## config.mk

```make
export PLATFORM = sky130hd
export DESIGN_NAME = pcm_slot_codec
export DESIGN_NICKNAME = d
export VERILOG_FILES = /design/src/rtl/pcm_slot_pkg.sv /design/src/rtl/pcm_slot_tx.sv /design/src/rtl/pcm_slot_rx.sv /design/src/rtl/pcm_slot_codec.sv
export SDC_FILE = /design/constraint.sdc
export NUM_CORES = 1
export LEC_CHECK = 0
export ABC_CLOCK_PERIOD_IN_PS = 1500
export BUFFER_PORTS_ARGS = -buffer_cell sky130_fd_sc_hd__buf_2
export CORE_UTILIZATION = 51
export DETAILED_ROUTE_END_ITERATION = 7
export GPL_ROUTABILITY_DRIVEN = 1
export PLACE_DENSITY = 0.8
export SLEW_MARGIN = 20
export SYNTH_ARGS = -nofsm -noshare
export SYNTH_HDL_FRONTEND = slang
export SYNTH_SLANG_ARGS = --single-unit
```

## constraint.sdc

```tcl
create_clock -name clk -period 1.5 [get_ports clk]
set_clock_uncertainty 0.15 [all_clocks]
set_input_delay 0.15 -clock clk [delete_from_list [all_inputs] [get_ports clk]]
set_output_delay 0.15 -clock clk [all_outputs]
set_load 0.005 [all_outputs]
```

## src/rtl/pcm_slot_pkg.sv

```systemverilog
package pcm_slot_pkg;
  localparam int SLOT_BITS = 16;
  localparam int SAMPLE_W  = 13;
  localparam int GAIN_W    = 3;
  localparam int POS_W     = $clog2(SLOT_BITS);

  // Place a sample into a 16-bit slot.
  function automatic logic [SLOT_BITS-1:0] slot_format(
    input logic [SAMPLE_W-1:0] smp,
    input logic [GAIN_W-1:0]   gain,
    input logic                w8,
    input logic                sext);
    logic [SLOT_BITS-1:0] w;
    case ({sext, w8})
      2'b00:   w = {smp, gain};
      2'b01:   w = {smp[7:0], 8'h00};
      2'b10:   w = {{(SLOT_BITS-SAMPLE_W){smp[SAMPLE_W-1]}}, smp};
      default: w = {{8{smp[7]}}, smp[7:0]};
    endcase
    return w;
  endfunction

  // Recover a sample from a 16-bit slot.
  function automatic logic [SAMPLE_W-1:0] slot_extract(
    input logic [SLOT_BITS-1:0] w,
    input logic                 w8,
    input logic                 sext);
    logic [SAMPLE_W-1:0] s;
    case ({sext, w8})
      2'b00:   s = w[SLOT_BITS-1 -: SAMPLE_W];
      2'b01:   s = {5'b0, w[15:8]};
      2'b10:   s = w[SAMPLE_W-1:0];
      default: s = {5'b0, w[7:0]};
    endcase
    return s;
  endfunction

  // Slot bit index carried at serial step b.
  function automatic logic [POS_W-1:0] slot_pos(
    input logic [POS_W-1:0] step,
    input logic             lsb_first);
    return lsb_first ? step : POS_W'(SLOT_BITS-1) - step;
  endfunction
endpackage

```

## src/rtl/pcm_slot_tx.sv

```systemverilog
module pcm_slot_tx
  import pcm_slot_pkg::*;
#(
  parameter int CNT_W = 5
) (
  input  logic                clk,
  input  logic                rst_n,
  input  logic                bit_rise,
  input  logic                bit_fall,
  input  logic                frame_start,
  input  logic [CNT_W-1:0]    bit_cnt,
  input  logic                cfg_w8,
  input  logic                cfg_sext,
  input  logic                cfg_lsb_first,
  input  logic                cfg_tri_late,
  input  logic [SAMPLE_W-1:0] tx_sample,
  input  logic [GAIN_W-1:0]   tx_gain,
  output logic                dout_q,
  output logic                oe_q,
  output logic                in_slot,
  output logic                last_fall
);
  logic [SLOT_BITS-1:0] word_q;
  logic [SLOT_BITS-1:0] word_now;
  logic [POS_W-1:0]     pos;

  assign in_slot   = bit_cnt < CNT_W'(SLOT_BITS);
  assign last_fall = bit_fall && (bit_cnt == CNT_W'(SLOT_BITS-1));
  assign pos       = slot_pos(bit_cnt[POS_W-1:0], cfg_lsb_first);
  assign word_now  = frame_start ? slot_format(tx_sample, tx_gain, cfg_w8, cfg_sext)
                                 : word_q;

  always_ff @(posedge clk or negedge rst_n) begin
    if (!rst_n) begin
      word_q <= '0;
      dout_q <= 1'b0;
      oe_q   <= 1'b0;
    end else begin
      if (frame_start) word_q <= word_now;
      if (bit_rise) begin
        if (in_slot) begin
          dout_q <= word_now[pos];
          oe_q   <= 1'b1;
        end else begin
          dout_q <= 1'b0;
          oe_q   <= 1'b0;
        end
      end else if (last_fall && !cfg_tri_late) begin
        oe_q <= 1'b0;
      end
    end
  end
endmodule

```

## src/rtl/pcm_slot_rx.sv

```systemverilog
module pcm_slot_rx
  import pcm_slot_pkg::*;
#(
  parameter int CNT_W = 5
) (
  input  logic                clk,
  input  logic                rst_n,
  input  logic                bit_fall,
  input  logic [CNT_W-1:0]    bit_cnt,
  input  logic                cfg_w8,
  input  logic                cfg_sext,
  input  logic                cfg_lsb_first,
  input  logic                rx_din,
  output logic [SAMPLE_W-1:0] rx_sample,
  output logic                rx_valid
);
  logic [SLOT_BITS-1:0] shf_q;
  logic [SLOT_BITS-1:0] shf_now;
  logic [POS_W-1:0]     pos;
  logic                 cap;
  logic                 done;

  assign pos  = slot_pos(bit_cnt[POS_W-1:0], cfg_lsb_first);
  assign cap  = bit_fall && (bit_cnt < CNT_W'(SLOT_BITS));
  assign done = bit_fall && (bit_cnt == CNT_W'(SLOT_BITS-1));

  always_comb begin
    shf_now      = shf_q;
    shf_now[pos] = rx_din;
  end

  always_ff @(posedge clk or negedge rst_n) begin
    if (!rst_n) begin
      shf_q     <= '0;
      rx_sample <= '0;
      rx_valid  <= 1'b0;
    end else begin
      rx_valid <= done;
      if (cap)  shf_q     <= shf_now;
      if (done) rx_sample <= slot_extract(shf_now, cfg_w8, cfg_sext);
    end
  end
endmodule

```

## src/rtl/pcm_slot_codec.sv

```systemverilog
module pcm_slot_codec
  import pcm_slot_pkg::*;
#(
  parameter int FRAME_BITS = 32,
  localparam int CNT_W     = $clog2(FRAME_BITS)
) (
  input  logic                clk,
  input  logic                rst_n,
  input  logic                bit_rise,
  input  logic                bit_fall,
  input  logic                frame_start,
  input  logic [CNT_W-1:0]    bit_cnt,
  input  logic                cfg_w8,
  input  logic                cfg_sext,
  input  logic                cfg_lsb_first,
  input  logic                cfg_tri_en,
  input  logic                cfg_tri_late,
  input  logic                cfg_mute,
  input  logic [SAMPLE_W-1:0] tx_sample,
  input  logic [GAIN_W-1:0]   tx_gain,
  input  logic                rx_din,
  output logic                tx_dout,
  output logic                tx_oe,
  output logic [SAMPLE_W-1:0] rx_sample,
  output logic                rx_valid
);
  logic dout_q;
  logic oe_q;
  logic in_slot;
  logic last_fall;

  pcm_slot_tx #(.CNT_W(CNT_W)) u_tx (
    .clk(clk), .rst_n(rst_n), .bit_rise(bit_rise), .bit_fall(bit_fall),
    .frame_start(frame_start), .bit_cnt(bit_cnt), .cfg_w8(cfg_w8),
    .cfg_sext(cfg_sext), .cfg_lsb_first(cfg_lsb_first),
    .cfg_tri_late(cfg_tri_late), .tx_sample(tx_sample), .tx_gain(tx_gain),
    .dout_q(dout_q), .oe_q(oe_q), .in_slot(in_slot), .last_fall(last_fall)
  );

  pcm_slot_rx #(.CNT_W(CNT_W)) u_rx (
    .clk(clk), .rst_n(rst_n), .bit_fall(bit_fall), .bit_cnt(bit_cnt),
    .cfg_w8(cfg_w8), .cfg_sext(cfg_sext), .cfg_lsb_first(cfg_lsb_first),
    .rx_din(rx_din), .rx_sample(rx_sample), .rx_valid(rx_valid)
  );

  assign tx_dout = cfg_mute ? 1'b0 : dout_q;
  assign tx_oe   = oe_q | ~cfg_tri_en;
endmodule

```

==> impl_metrics.prom, run 1 <==
# TYPE chip_impl_metric gauge
chip_impl_metric{name="timing.critical_path.arrival",unit="ps"} 1760
chip_impl_metric{name="floorplan.initialDensity",unit="%"} 54.4
chip_impl_metric{name="layout_setup_ws",unit="ps"} -180
chip_impl_metric{name="grt_util_met3",unit="%"} 6.17
chip_impl_info{name="startpoint_of_the_lowest_slack_register_to_register_path",value="u_tx.word_q[6]"} 1
chip_impl_metric{name="setup_viol",unit=""} 8
chip_impl_metric{name="post_layout_min_period",unit="ps"} 1680
chip_impl_metric{name="synth_compound_gate_area_share",unit="%"} 27.8
chip_impl_metric{name="power_switching_share",unit="%"} 33.4
chip_impl_metric{name="synthAdderAreaFrac",unit="%"} 0
chip_impl_metric{name="sequential_fraction_of_the_synthesis_area",unit="%"} 39.2
chip_impl_metric{name="fp.dieH",unit="um"} 79.6
chip_impl_metric{name="setup-tns-final",unit="ps"} -516
chip_impl_metric{name="synth_top_cell_area_share",unit="%"} 39.2
chip_impl_metric{name="antennaDiodeCount",unit=""} 0
chip_impl_info{name="ys_dominant_reg_cell",value="sky130_fd_sc_hd__dfrtp_1"} 1
chip_impl_metric{name="finalNetCount",unit=""} 483
chip_impl_metric{name="grt_use_met1",unit="%"} 39.7
chip_impl_metric{name="coreArea",unit="mm2"} 0.00564
chip_impl_metric{name="max_slew.worst_pin.slew",unit="ps"} 631
chip_impl_metric{name="timing.max_slew.rel_slack",unit="%"} 57.6
chip_impl_metric{name="grt_pass1_wl",unit="um"} 15500
chip_impl_metric{name="finalHoldViolations",unit=""} 0
chip_impl_metric{name="synth.ff_latch_count",unit=""} 48
chip_impl_metric{name="detailedPlace.worstSlack",unit="ps"} -634
chip_impl_metric{name="clk_pin_slew_worst_paths",unit="ps"} 100
chip_impl_metric{name="mappedNetlistNets",unit=""} 366
chip_impl_metric{name="filler_cell_count",unit=""} 332
chip_impl_metric{name="cts-buffers-inserted",unit=""} 5
chip_impl_metric{name="intPower",unit="mW"} 2.56
chip_impl_info{name="critical_path.cell_chain",value="nor2_1, a31o_2, a222oi_1, o2111ai_1, o41ai_2"} 1
chip_impl_metric{name="reg2reg_setup_slack",unit="ps"} -180
chip_impl_info{name="critPathKind",value="reg2reg"} 1
chip_impl_metric{name="grt.total_usage",unit="%"} 32.5
chip_impl_info{name="hp-class",value="in2reg"} 1
chip_impl_metric{name="worst-path-stages",unit=""} 5
chip_impl_metric{name="numClockSinks",unit=""} 48
chip_impl_metric{name="critical_path_buf_inv_count",unit=""} 0
chip_impl_metric{name="route.detailed.vias_per_inst",unit=""} 6.37
chip_impl_metric{name="wirelength",unit="um"} 10500
chip_impl_metric{name="power.share.combinational",unit="%"} 35.3
chip_impl_metric{name="cp_data_required_time",unit="ps"} 1580
chip_impl_info{name="launch_point_of_the_critical_path",value="u_tx.word_q[6]"} 1
chip_impl_metric{name="clk_path_buf_depth",unit=""} 2
chip_impl_metric{name="synth_async_sr_flop_share",unit="%"} 100
chip_impl_metric{name="drv_slew",unit=""} 0
chip_impl_metric{name="count_of_synthesis_stage_warnings_from_yosys",unit=""} 0
chip_impl_metric{name="fp.dieW",unit="um"} 79.6
chip_impl_metric{name="globalRoute.totalOverflow",unit=""} 0
chip_impl_metric{name="maxCapViolations",unit=""} 0
chip_impl_metric{name="number_of_global_route_vias_before_repair",unit=""} 3222
chip_impl_metric{name="drt-pass1-iter-count",unit=""} 5
chip_impl_metric{name="worst_path_max_fanout",unit=""} 2
chip_impl_metric{name="synthToLayoutAreaGrowth",unit="%"} 47.7
chip_impl_metric{name="cts.htree.levels",unit=""} 2
chip_impl_metric{name="synth_cells",unit=""} 333
chip_impl_info{name="status",value="finished, violations left"} 1
chip_impl_info{name="failed_checks",value="negative setup slack"} 1
chip_impl_metric{name="final_antenna_net_count",unit=""} 0
chip_impl_metric{name="standard_cell_row_count",unit=""} 27
chip_impl_info{name="unrepaired_setup_endpoints_after_global_routing",value="true"} 1
chip_impl_metric{name="xor_and_xnor_area_share_after_synthesis",unit="%"} 0.285
chip_impl_info{name="buffer_cell_driving_the_clock_tree_root",value="sky130_fd_sc_hd__clkbuf_8"} 1
chip_impl_metric{name="multiInputGateArea",unit="mm2"} 0.00209
chip_impl_metric{name="power_frac_clock",unit="%"} 21.8
chip_impl_metric{name="power.share.sequential",unit="%"} 42.9
chip_impl_metric{name="avgRoutedWirePerCell",unit="um"} 20.2
chip_impl_metric{name="irDropWorstVdd",unit="mV"} 0.774
chip_impl_metric{name="fin_crit_sh",unit="%"} 112
chip_impl_info{name="tritoncts",value="built"} 1
chip_impl_info{name="critical_path.reg2reg.endpoint",value="u_tx.dout_q"} 1
chip_impl_info{name="main_combinational_cell_family_by_area_after_synthesis",value="compound AO/OA/AOI/OAI gates"} 1
chip_impl_metric{name="die_area",unit="mm2"} 0.00633
chip_impl_metric{name="share_of_layout_cells_above_drive_strength_1",unit="%"} 48.4
chip_impl_metric{name="synth.mux.area_fraction",unit="%"} 8.40
chip_impl_metric{name="synth_enable_flop_cells",unit=""} 0
chip_impl_metric{name="use_met2",unit="%"} 54.2
chip_impl_metric{name="initial_antenna_violation_count",unit=""} 0
chip_impl_info{name="setup.worst_path.end",value="u_tx.dout_q"} 1
chip_impl_metric{name="leakage_power",unit="nW"} 2.00
chip_impl_metric{name="first_iter_violations",unit=""} 211
chip_impl_metric{name="regArea",unit="mm2"} 0.00120
chip_impl_info{name="cpLargestDelayFamily",value="compound AO/OA/AOI/OAI gates"} 1
chip_impl_metric{name="number_of_cells_on_the_worst_reg_to_reg_path",unit=""} 5
chip_impl_metric{name="final_weighted_congestion_of_routability_driven_global_placement",unit=""} 0.969
chip_impl_metric{name="io_buffers",unit=""} 48
chip_impl_metric{name="num_vias",unit=""} 3323
chip_impl_metric{name="synthesis.area",unit="mm2"} 0.00307
chip_impl_metric{name="yosysUniqueCellTypes",unit=""} 59
chip_impl_metric{name="fmax",unit="MHz"} 595
chip_impl_info{name="crit_path_end_kind",value="flop"} 1
chip_impl_metric{name="maximum_number_of_pins_on_one_net_before_global_route_repair",unit=""} 49
chip_impl_metric{name="total_switching_power",unit="mW"} 1.29
chip_impl_metric{name="critical_path.max_stage_delay",unit="ps"} 380
chip_impl_metric{name="power-per-cell-area",unit="mW/mm2"} 849
chip_impl_info{name="cp-start-kind",value="flop"} 1
chip_impl_info{name="critPathSlowestCell",value="sky130_fd_sc_hd__a222oi_1"} 1
chip_impl_info{name="synth.top_cells.by_area",value="sky130_fd_sc_hd__dfrtp_1, sky130_fd_sc_hd__mux2i_1, sky130_fd_sc_hd__nand2_1, sky130_fd_sc_hd__o21ai_0, sky130_fd_sc_hd__mux2_2"} 1
chip_impl_metric{name="floorplan.io_pins",unit=""} 49
chip_impl_metric{name="drt_drc",unit=""} 0
chip_impl_info{name="yosys.area.top_type",value="sky130_fd_sc_hd__dfrtp_1"} 1
chip_impl_metric{name="clock_insertion_delay_worst_skew",unit="ps"} 320
chip_impl_metric{name="syn_area_per_cell",unit="um2"} 9.21
chip_impl_metric{name="yosys.area_share.simple",unit="%"} 18.8
chip_impl_metric{name="dp.final_hpwl",unit="um"} 6810
chip_impl_info{name="grt-busiest-layer",value="met2"} 1
## worst min-delay path, stage by stage
cell and delay, ps:
sky130_fd_sc_hd__buf_2 90, sky130_fd_sc_hd__nand2b_1 170, sky130_fd_sc_hd__nand2_1 80
## metrics by stage
step	util [%]	cell area, um2	std cells	power, mW	hold WS [ps]
2_1_floorplan	-	3320	333	2.35	-296
3_3_place_gp	72.3	4080	507	2.76	2.60
3_5_place_dp	72.3	4080	507	2.81	7.67
4_1_cts	78.2	4410	519	3.73	37.9
5_1_grt	80.3	4530	522	4.00	45.1
6_report	80.3	4530	522	3.85	52.5
## sequential cells by signal, summed over array words and instances, names as in the netlist
name and flops:
u_rx.rx_valid 1, u_tx.dout_q 1, u_tx.word_q 16, u_tx.oe_q 1
u_rx.rx_sample 13, u_rx.shf_q 16
## worst min path at each step
stage                          start                 to  cells past startpoint
after global placement         rst_n     u_tx.word_q[1]                      2
after CTS                 bit_cnt[4]          u_tx.oe_q                      3
final                     bit_cnt[4]          u_tx.oe_q                      3
after floorplan                rst_n  u_rx.rx_sample[0]                      0
after global routing      bit_cnt[4]          u_tx.oe_q                      3
after detailed placement       rst_n     u_tx.word_q[1]                      2
## synthesized netlist by cell type, drive strengths merged (3+ instances only)
master  count
and2        4
nor2b       7
nand3       4
mux2i      13
o221a       5
a31o        4
nand3b      5
a211oi     11
nor2       13
nand2b     10
a21oi      14
nand2      33
o22a        5
a211o       3
o22ai      14
clkbuf     13
a22o        9
buf        13
o21ai      24
nor3b       4
inv        11
dfrtp      48
mux2        9
or3b       11
or3         3
## logic make-up (layout without fill, tap and decap cells)
family / after synthesis / count (layout)
and+or+nand+nor: 105 / 105
DFF: 48 / 48
AOI/OAI and AO/OA: 118 / 118
buffers and inverters: 38 / 155
muxes: 23 / 23
xor gates and xnor gates: 1 / 1
## cell usage in the layout (no fill, tap or decap), types with 7 or more instances in the layout
cell type	synthesis	routed
sky130_fd_sc_hd__a211oi_2	0	8
sky130_fd_sc_hd__a22o_1	9	9
sky130_fd_sc_hd__buf_2	10	41
sky130_fd_sc_hd__buf_4	0	78
sky130_fd_sc_hd__buf_6	2	9
sky130_fd_sc_hd__dfrtp_1	48	48
sky130_fd_sc_hd__inv_1	11	10
sky130_fd_sc_hd__mux2_2	9	7
sky130_fd_sc_hd__mux2i_1	13	10
sky130_fd_sc_hd__nand2_1	33	31
sky130_fd_sc_hd__nand2b_1	10	9
sky130_fd_sc_hd__nor2_1	13	12
sky130_fd_sc_hd__nor2b_1	7	7
sky130_fd_sc_hd__o21ai_0	24	18
## what timing repair did
action	in CTS	in global routing
setup endpoints to repair	15	16
hold buffers	3	0
pin swaps	17	15
setup buffers	2	3
resized for setup	45	22
endpoints found under the hold margin	49	0
## routing by layer
metal	share of wire (%)	up-vias
li1	-	1481
met1	40	1605
met2	48	185
met3	7.5	52
met4	5.0	0
met5	0	-
## power by group through the flow
stage | Combinational [mW] | Clock, mW | Sequential (mW)
6_report | 1.36 | 0.839 | 1.65
5_1_grt | 1.46 | 0.884 | 1.66
4_1_cts | 1.26 | 0.833 | 1.64
3_5_place_dp | 1.16 | 0 | 1.65
3_3_place_gp | 1.12 | 0 | 1.64
2_1_floorplan | 0.713 | 0 | 1.64
## cell type report
cell class | instances | share of cell area [%]
Multi-Input combinational cell | 247 | 46.1
Sequential cell | 48 | 26.5
Timing Repair Buffer | 136 | 22.3
Tap cell | 72 | 1.99
Clock buffer | 6 | 1.82
Inverter | 12 | 1.08
Clock inverter | 1 | 0.193
Power figures use the tool's default switching activity.
==> run 2: changes to the inputs <==
--- a/config.mk
+++ b/config.mk
@@ -7,10 +7,10 @@
 export LEC_CHECK = 0
 export ABC_CLOCK_PERIOD_IN_PS = 1500
 export BUFFER_PORTS_ARGS = -buffer_cell sky130_fd_sc_hd__buf_2
-export CORE_UTILIZATION = 51
+export CORE_UTILIZATION = 50
 export DETAILED_ROUTE_END_ITERATION = 7
 export GPL_ROUTABILITY_DRIVEN = 1
-export PLACE_DENSITY = 0.8
+export PLACE_DENSITY = 0.79
 export SLEW_MARGIN = 20
 export SYNTH_ARGS = -nofsm -noshare
 export SYNTH_HDL_FRONTEND = slang
==> impl_metrics.prom, run 2 (synthesis gave the netlist of run 1 again) <==
# TYPE chip_impl_metric gauge
chip_impl_info{name="hp-class",value="in2reg"} 1
chip_impl_metric{name="cts-buffers-inserted",unit=""} 5
chip_impl_metric{name="clk_path_buf_depth",unit=""} 2
chip_impl_metric{name="maxCapViolations",unit=""} 0
chip_impl_info{name="cpLargestDelayFamily",value="compound AO/OA/AOI/OAI gates"} 1
chip_impl_metric{name="first_iter_violations",unit=""} 156
chip_impl_metric{name="drv_slew",unit=""} 0
chip_impl_metric{name="cp_data_required_time",unit="ps"} 1540
chip_impl_info{name="critPathSlowestCell",value="sky130_fd_sc_hd__a222oi_1"} 1
chip_impl_metric{name="post_layout_min_period",unit="ps"} 1660
chip_impl_metric{name="detailedPlace.worstSlack",unit="ps"} -572
chip_impl_metric{name="final_antenna_net_count",unit=""} 0
chip_impl_metric{name="worst_path_max_fanout",unit=""} 2
chip_impl_info{name="hold_critical_path_endpoint",value="u_tx.oe_q"} 1
chip_impl_metric{name="fin_crit_sh",unit="%"} 110
chip_impl_metric{name="share_of_layout_cells_above_drive_strength_1",unit="%"} 49.9
chip_impl_metric{name="floorplan.io_pins",unit=""} 49
chip_impl_info{name="tritoncts",value="built"} 1
chip_impl_metric{name="dp.final_hpwl",unit="um"} 6620
chip_impl_info{name="reg_top3",value="u_rx.shf_q: 16 flops, u_tx.word_q: 16 flops, u_rx.rx_sample: 13 flops"} 1
chip_impl_metric{name="clk_pin_slew_worst_paths",unit="ps"} 90
chip_impl_info{name="critical_path.reg2reg.endpoint",value="u_tx.dout_q"} 1
chip_impl_info{name="final_common_cell",value="sky130_fd_sc_hd__buf_4"} 1
chip_impl_metric{name="fp.dieH",unit="um"} 80.3
chip_impl_metric{name="irDropWorstVdd",unit="mV"} 0.719
chip_impl_metric{name="floorplan.initialDensity",unit="%"} 51.8
chip_impl_metric{name="final_cell_count_no_fill",unit=""} 536
chip_impl_metric{name="coreArea",unit="mm2"} 0.00592
chip_impl_metric{name="filler_cell_count",unit=""} 354
chip_impl_info{name="buffer_cell_driving_the_clock_tree_root",value="sky130_fd_sc_hd__clkbuf_8"} 1
chip_impl_metric{name="timing.max_slew.rel_slack",unit="%"} 64.8
chip_impl_metric{name="cts.htree.levels",unit=""} 2
chip_impl_info{name="unrepaired_setup_endpoints_after_global_routing",value="true"} 1
chip_impl_metric{name="setup-tns-final",unit="ps"} -1080
chip_impl_metric{name="fp.dieW",unit="um"} 80.3
chip_impl_info{name="cp-start-kind",value="flop"} 1
chip_impl_metric{name="max_slew.worst_pin.slew",unit="ps"} 528
chip_impl_metric{name="route.detailed.vias_per_inst",unit=""} 6.18
chip_impl_metric{name="wirelength",unit="um"} 10400
chip_impl_metric{name="num_vias",unit=""} 3311
chip_impl_metric{name="worst_hold_slack_across_all_endpoints",unit="ps"} 78.3
chip_impl_info{name="most-common-layout-cells",value="sky130_fd_sc_hd__buf_4, sky130_fd_sc_hd__dfrtp_1, sky130_fd_sc_hd__buf_2"} 1
chip_impl_metric{name="leakage_power",unit="nW"} 2.10
chip_impl_metric{name="maximum_number_of_pins_on_one_net_before_global_route_repair",unit=""} 49
chip_impl_metric{name="synthToLayoutAreaGrowth",unit="%"} 53.8
chip_impl_info{name="startpoint_of_the_lowest_slack_register_to_register_path",value="u_tx.word_q[6]"} 1
chip_impl_metric{name="initial_antenna_violation_count",unit=""} 0
chip_impl_metric{name="grt.total_usage",unit="%"} 32.4
chip_impl_metric{name="drt_drc",unit=""} 1
chip_impl_metric{name="setup_viol",unit=""} 16
chip_impl_metric{name="die_area",unit="mm2"} 0.00645
chip_impl_metric{name="critical_path_buf_inv_count",unit=""} 0
chip_impl_metric{name="timing.hold.worst_path_depth",unit=""} 3
chip_impl_metric{name="clock_insertion_delay_worst_skew",unit="ps"} 300
chip_impl_metric{name="number_of_cells_on_the_worst_reg_to_reg_path",unit=""} 5
chip_impl_metric{name="reg2reg_setup_slack",unit="ps"} -160
chip_impl_metric{name="finalNetCount",unit=""} 494
chip_impl_info{name="critPathKind",value="reg2reg"} 1
chip_impl_metric{name="placed_cells_incl_taps",unit=""} 512
chip_impl_metric{name="power-per-cell-area",unit="mW/mm2"} 884
chip_impl_metric{name="standard_cell_row_count",unit=""} 28
chip_impl_metric{name="regArea",unit="mm2"} 0.00120
chip_impl_metric{name="multiInputGateArea",unit="mm2"} 0.00212
chip_impl_info{name="critical_path.cell_chain",value="nor2_1, a31o_2, a222oi_1, o2111ai_1, o41ai_2"} 1
chip_impl_metric{name="io_buffers",unit=""} 48
chip_impl_metric{name="finalHoldViolations",unit=""} 0
chip_impl_metric{name="fmax",unit="MHz"} 604
chip_impl_metric{name="grt_pass1_wl",unit="um"} 15900
chip_impl_metric{name="numClockSinks",unit=""} 48
chip_impl_metric{name="avgRoutedWirePerCell",unit="um"} 19.5
chip_impl_metric{name="drt-pass1-iter-count",unit=""} 7
chip_impl_metric{name="timing.critical_path.arrival",unit="ps"} 1700
chip_impl_metric{name="globalRoute.totalOverflow",unit=""} 0
chip_impl_metric{name="critical_path.max_stage_delay",unit="ps"} 340
chip_impl_info{name="status",value="finished, violations left"} 1
chip_impl_info{name="crit_path_end_kind",value="flop"} 1
chip_impl_metric{name="number_of_global_route_vias_before_repair",unit=""} 3235
chip_impl_info{name="worst_hold_startpoint",value="bit_cnt[4]"} 1
chip_impl_metric{name="final_weighted_congestion_of_routability_driven_global_placement",unit=""} 0.894
chip_impl_metric{name="antennaDiodeCount",unit=""} 0
chip_impl_info{name="failed_checks",value="design-rule violations, negative setup slack"} 1
chip_impl_metric{name="layout_setup_ws",unit="ps"} -157
run 2: report_power, final:
part	switching, mW	internal [mW]	total [mW]
logic	0.696	0.727	1.42
registers	0.149	1.52	1.67
clock network	0.428	0.656	1.08
run 2: worst max path at each step:
stage / cells past startpoint / end / slack, ps / start
6_report: 5 / u_tx.dout_q / -160 / u_tx.word_q[6]
5_1_grt: 5 / u_tx.dout_q / -170 / u_tx.word_q[6]
4_1_cts: 5 / u_tx.dout_q / -130 / u_tx.word_q[6]
3_5_place_dp: 6 / u_tx.dout_q / -570 / cfg_sext
3_3_place_gp: 6 / u_tx.dout_q / -480 / cfg_sext
2_1_floorplan: 6 / u_tx.dout_q / -320 / cfg_w8
run 2: per-stage QoR:
step	power (mW)	utilization (%)	cell area, um2
floorplan	2.35	-	3320
detailed placement	2.82	69.3	4100
CTS	4.07	77.7	4600
global placement	2.77	69.3	4100
global route	4.36	79.7	4720
finish	4.17	79.7	4720
run 2: layout make-up:
cell class	count	share of cell area, %
clock buffers	5	1.46
inverters	12	0.954
multi-input cells	247	45.0
well taps	75	1.99
clock inverters	2	1.27
flip-flops and latches	48	25.5
repair buffers	147	23.9
run 2: metal layers:
layer	GRT usage (%)	up-vias	share of wire [%]
li1	-	1506	-
met1	40.2	1635	42
met2	56.8	134	50
met3	5.00	36	4.3
met4	11.8	0	3.6
met5	0	-	0
run 2: worst min-delay path, stage by stage:
cell                       delay [ps]
sky130_fd_sc_hd__buf_2             90
sky130_fd_sc_hd__nand2b_1         170
sky130_fd_sc_hd__nand2_1           80
run 2: repair_timing:
action                                 4_1_cts  5_1_grt
buffers inserted                            13        2
hold buffers                                 3        0
pin swaps                                   32       11
gates resized for setup                     57       20
setup endpoints to repair                   15       17
endpoints found under the hold margin       49        0
==> run 3: changes to the inputs <==
--- a/config.mk
+++ b/config.mk
@@ -10,8 +10,9 @@
 export CORE_UTILIZATION = 50
 export DETAILED_ROUTE_END_ITERATION = 7
 export GPL_ROUTABILITY_DRIVEN = 1
-export PLACE_DENSITY = 0.79
+export PLACE_DENSITY = 0.78
 export SLEW_MARGIN = 20
 export SYNTH_ARGS = -nofsm -noshare
 export SYNTH_HDL_FRONTEND = slang
+export SYNTH_HIERARCHICAL = 1
 export SYNTH_SLANG_ARGS = --single-unit
==> impl_metrics.prom, run 3 <==
# TYPE chip_impl_metric gauge
chip_impl_metric{name="floorplan.initialDensity",unit="%"} 51.6
chip_impl_metric{name="finalHoldViolations",unit=""} 0
chip_impl_metric{name="synth_cells",unit=""} 375
chip_impl_info{name="status",value="finished, violations left"} 1
chip_impl_metric{name="first_iter_violations",unit=""} 442
chip_impl_metric{name="wirelength",unit="um"} 10900
chip_impl_metric{name="drv_slew",unit=""} 0
chip_impl_info{name="crit_path_end_kind",value="flop"} 1
chip_impl_metric{name="leakage_power",unit="nW"} 2.10
chip_impl_metric{name="timing.hold.worst_path_depth",unit=""} 2
chip_impl_metric{name="mappedNetlistNets",unit=""} 408
chip_impl_metric{name="timing.max_slew.rel_slack",unit="%"} 67.2
chip_impl_metric{name="io_buffers",unit=""} 48
chip_impl_metric{name="fin_util",unit="%"} 73.6
chip_impl_metric{name="clk_path_buf_depth",unit=""} 2
chip_impl_metric{name="final_antenna_net_count",unit=""} 0
chip_impl_metric{name="drt-pass1-iter-count",unit=""} 5
chip_impl_info{name="reg_top3",value="u_rx/shf_q: 16 flops, u_tx/word_q: 16 flops, u_rx/rx_sample: 13 flops"} 1
chip_impl_metric{name="synthToLayoutAreaGrowth",unit="%"} 42.7
chip_impl_info{name="unrepaired_setup_endpoints_after_global_routing",value="true"} 1
chip_impl_metric{name="critical_path_buf_inv_count",unit=""} 0
chip_impl_metric{name="irDropWorstVdd",unit="mV"} 0.655
chip_impl_metric{name="standard_cell_row_count",unit=""} 29
chip_impl_metric{name="timing.critical_path.arrival",unit="ps"} 1780
chip_impl_metric{name="route.detailed.vias_per_inst",unit=""} 6.22
chip_impl_metric{name="post_layout_min_period",unit="ps"} 1740
chip_impl_metric{name="max_slew.worst_pin.slew",unit="ps"} 492
chip_impl_metric{name="dp.final_hpwl",unit="um"} 7640
chip_impl_info{name="buffer_cell_driving_the_clock_tree_root",value="sky130_fd_sc_hd__clkbuf_8"} 1
chip_impl_metric{name="total_switching_power",unit="mW"} 1.22
chip_impl_metric{name="count_of_synthesis_stage_warnings_from_yosys",unit=""} 6
chip_impl_metric{name="final_weighted_congestion_of_routability_driven_global_placement",unit=""} 0.937
chip_impl_info{name="critical_path.cell_chain",value="nor2_2, a31oi_2, a22o_1, a221o_1, o311ai_2, o32ai_1"} 1
chip_impl_metric{name="maxCapViolations",unit=""} 0
chip_impl_metric{name="die_area",unit="mm2"} 0.00688
chip_impl_metric{name="intPower",unit="mW"} 2.46
chip_impl_info{name="critPathSlowestCell",value="sky130_fd_sc_hd__dfrtp_1"} 1
chip_impl_metric{name="number_of_global_route_vias_before_repair",unit=""} 3626
chip_impl_metric{name="cts-buffers-inserted",unit=""} 5
chip_impl_metric{name="share_of_layout_cells_above_drive_strength_1",unit="%"} 40.7
chip_impl_info{name="most-common-layout-cells",value="sky130_fd_sc_hd__buf_4, sky130_fd_sc_hd__nand2_1, sky130_fd_sc_hd__dfrtp_1"} 1
chip_impl_metric{name="numClockSinks",unit=""} 48
chip_impl_metric{name="drt_drc",unit=""} 0
chip_impl_metric{name="power.share.combinational",unit="%"} 33.1
chip_impl_metric{name="regArea",unit="mm2"} 0.00120
chip_impl_metric{name="fp.dieW",unit="um"} 83.0
chip_impl_metric{name="antennaDiodeCount",unit=""} 0
chip_impl_metric{name="grt_pass1_wl",unit="um"} 17300
chip_impl_info{name="critPathKind",value="reg2reg"} 1
chip_impl_metric{name="grt.total_usage",unit="%"} 30.9
chip_impl_metric{name="worst-path-stages",unit=""} 6
chip_impl_metric{name="setup_viol",unit=""} 4
chip_impl_metric{name="critical_path.max_stage_delay",unit="ps"} 380
chip_impl_metric{name="power-per-cell-area",unit="mW/mm2"} 786
chip_impl_metric{name="totalPowerFinal",unit="mW"} 3.67
chip_impl_metric{name="filler_cell_count",unit=""} 409
chip_impl_info{name="failed_checks",value="negative setup slack"} 1
chip_impl_metric{name="power.share.sequential",unit="%"} 43.9
chip_impl_metric{name="synthesis.area",unit="mm2"} 0.00328
chip_impl_info{name="cpLargestDelayFamily",value="compound AO/OA/AOI/OAI gates"} 1
chip_impl_metric{name="syn_area_per_cell",unit="um2"} 8.74
chip_impl_metric{name="initial_antenna_violation_count",unit=""} 0
chip_impl_metric{name="worst_path_max_fanout",unit=""} 3
chip_impl_metric{name="clk_pin_slew_worst_paths",unit="ps"} 90
chip_impl_metric{name="number_of_cells_on_the_worst_reg_to_reg_path",unit=""} 6
chip_impl_metric{name="maximum_number_of_pins_on_one_net_before_global_route_repair",unit=""} 21
chip_impl_metric{name="fin_crit_sh",unit="%"} 116
chip_impl_metric{name="coreArea",unit="mm2"} 0.00635
chip_impl_info{name="final_common_cell",value="sky130_fd_sc_hd__buf_4"} 1
chip_impl_metric{name="clock_insertion_delay_worst_skew",unit="ps"} 310
chip_impl_info{name="cp-start-kind",value="flop"} 1
chip_impl_metric{name="cts.htree.levels",unit=""} 2
chip_impl_metric{name="cp_data_required_time",unit="ps"} 1550
chip_impl_info{name="hp-class",value="in2reg"} 1
chip_impl_metric{name="avgRoutedWirePerCell",unit="um"} 18.4
chip_impl_metric{name="fp.dieH",unit="um"} 83.0
chip_impl_metric{name="layout_setup_ws",unit="ps"} -237
chip_impl_metric{name="num_vias",unit=""} 3691
chip_impl_metric{name="power_switching_share",unit="%"} 33.1
chip_impl_metric{name="power_frac_clock",unit="%"} 23.0
chip_impl_metric{name="multiInputGateArea",unit="mm2"} 0.00207
chip_impl_metric{name="floorplan.io_pins",unit=""} 49
chip_impl_info{name="tritoncts",value="built"} 1
chip_impl_metric{name="finalNetCount",unit=""} 548
chip_impl_metric{name="globalRoute.totalOverflow",unit=""} 0
chip_impl_metric{name="fmax",unit="MHz"} 576
[run 3: repair_timing]
| item | in CTS | in global routing |
|---|---|---|
| gates resized for setup | 22 | 13 |
| endpoints found under the setup margin | 9 | 11 |
| setup buffers | 4 | 3 |
| hold buffers | 4 | 0 |
| endpoints found under the hold margin | 50 | 0 |
| pin swaps | 14 | 5 |
| cloned | 0 | 0 |
[run 3: worst paths after layout]
path / slack, ps / endpoint / from
worst max register to register: -240 / u_tx/dout_q / u_tx/word_q[6]
worst max-delay path: -240 / u_tx/dout_q / u_tx/word_q[6]
worst min register to register: 350 / u_rx/shf_q[13] / u_rx/shf_q[13]
worst min-delay path: 80 / u_tx/word_q[6] / frame_start
min in group asynchronous: 180 / u_tx/word_q[0] / rst_n
max in group asynchronous: 550 / u_rx/rx_sample[0] / rst_n
[run 3: area by class of cell]
| type | count | area share, % |
|---|---|---|
| Multi-Input combinational cell | 287 | 44.2 |
| Sequential cell | 48 | 25.7 |
| Timing Repair Buffer | 157 | 24.6 |
| Tap cell | 77 | 2.06 |
| Clock buffer | 6 | 1.77 |
| Inverter | 16 | 1.34 |
| Clock inverter | 2 | 0.294 |
[run 3: power by group through the flow]
stage	clock, mW	sequential [mW]	combinational, mW
after floorplan	0	1.60	0.617
after global placement	0	1.61	1.07
after detailed placement	0	1.62	1.10
after CTS	0.869	1.60	1.16
after global routing	0.923	1.63	1.31
final	0.844	1.61	1.22
[run 3: per-stage QoR]
stage	TNS, ps	hold slack [ps]	std cells	worst slack, ps	instance area, um2
detailed placement	-7610	-14.2	574	-600	4340
CTS	-237	57.6	590	-230	4600
global route	-489	109	593	-295	4680
global placement	-6590	-22.2	574	-496	4340
floorplan	-961	-296	375	-319	3380
finish	-286	78.7	593	-237	4680
[run 3: routing by layer]
layer	GRT usage, %	vias to the layer above	wire length, um
met1	40.2	1753	4380
met5	0	-	0
met4	17.1	0	453
met3	5.47	48	855
met2	48.7	227	5190
li1	-	1663	-
[run 3: worst register-to-register path, stage by stage, from the launching register on]
cell and delay, ps:
sky130_fd_sc_hd__dfrtp_1 380, sky130_fd_sc_hd__nor2_2 90, sky130_fd_sc_hd__a31oi_2 60, sky130_fd_sc_hd__a22o_1 240, sky130_fd_sc_hd__a221o_1 330, sky130_fd_sc_hd__o311ai_2 240, sky130_fd_sc_hd__o32ai_1 120
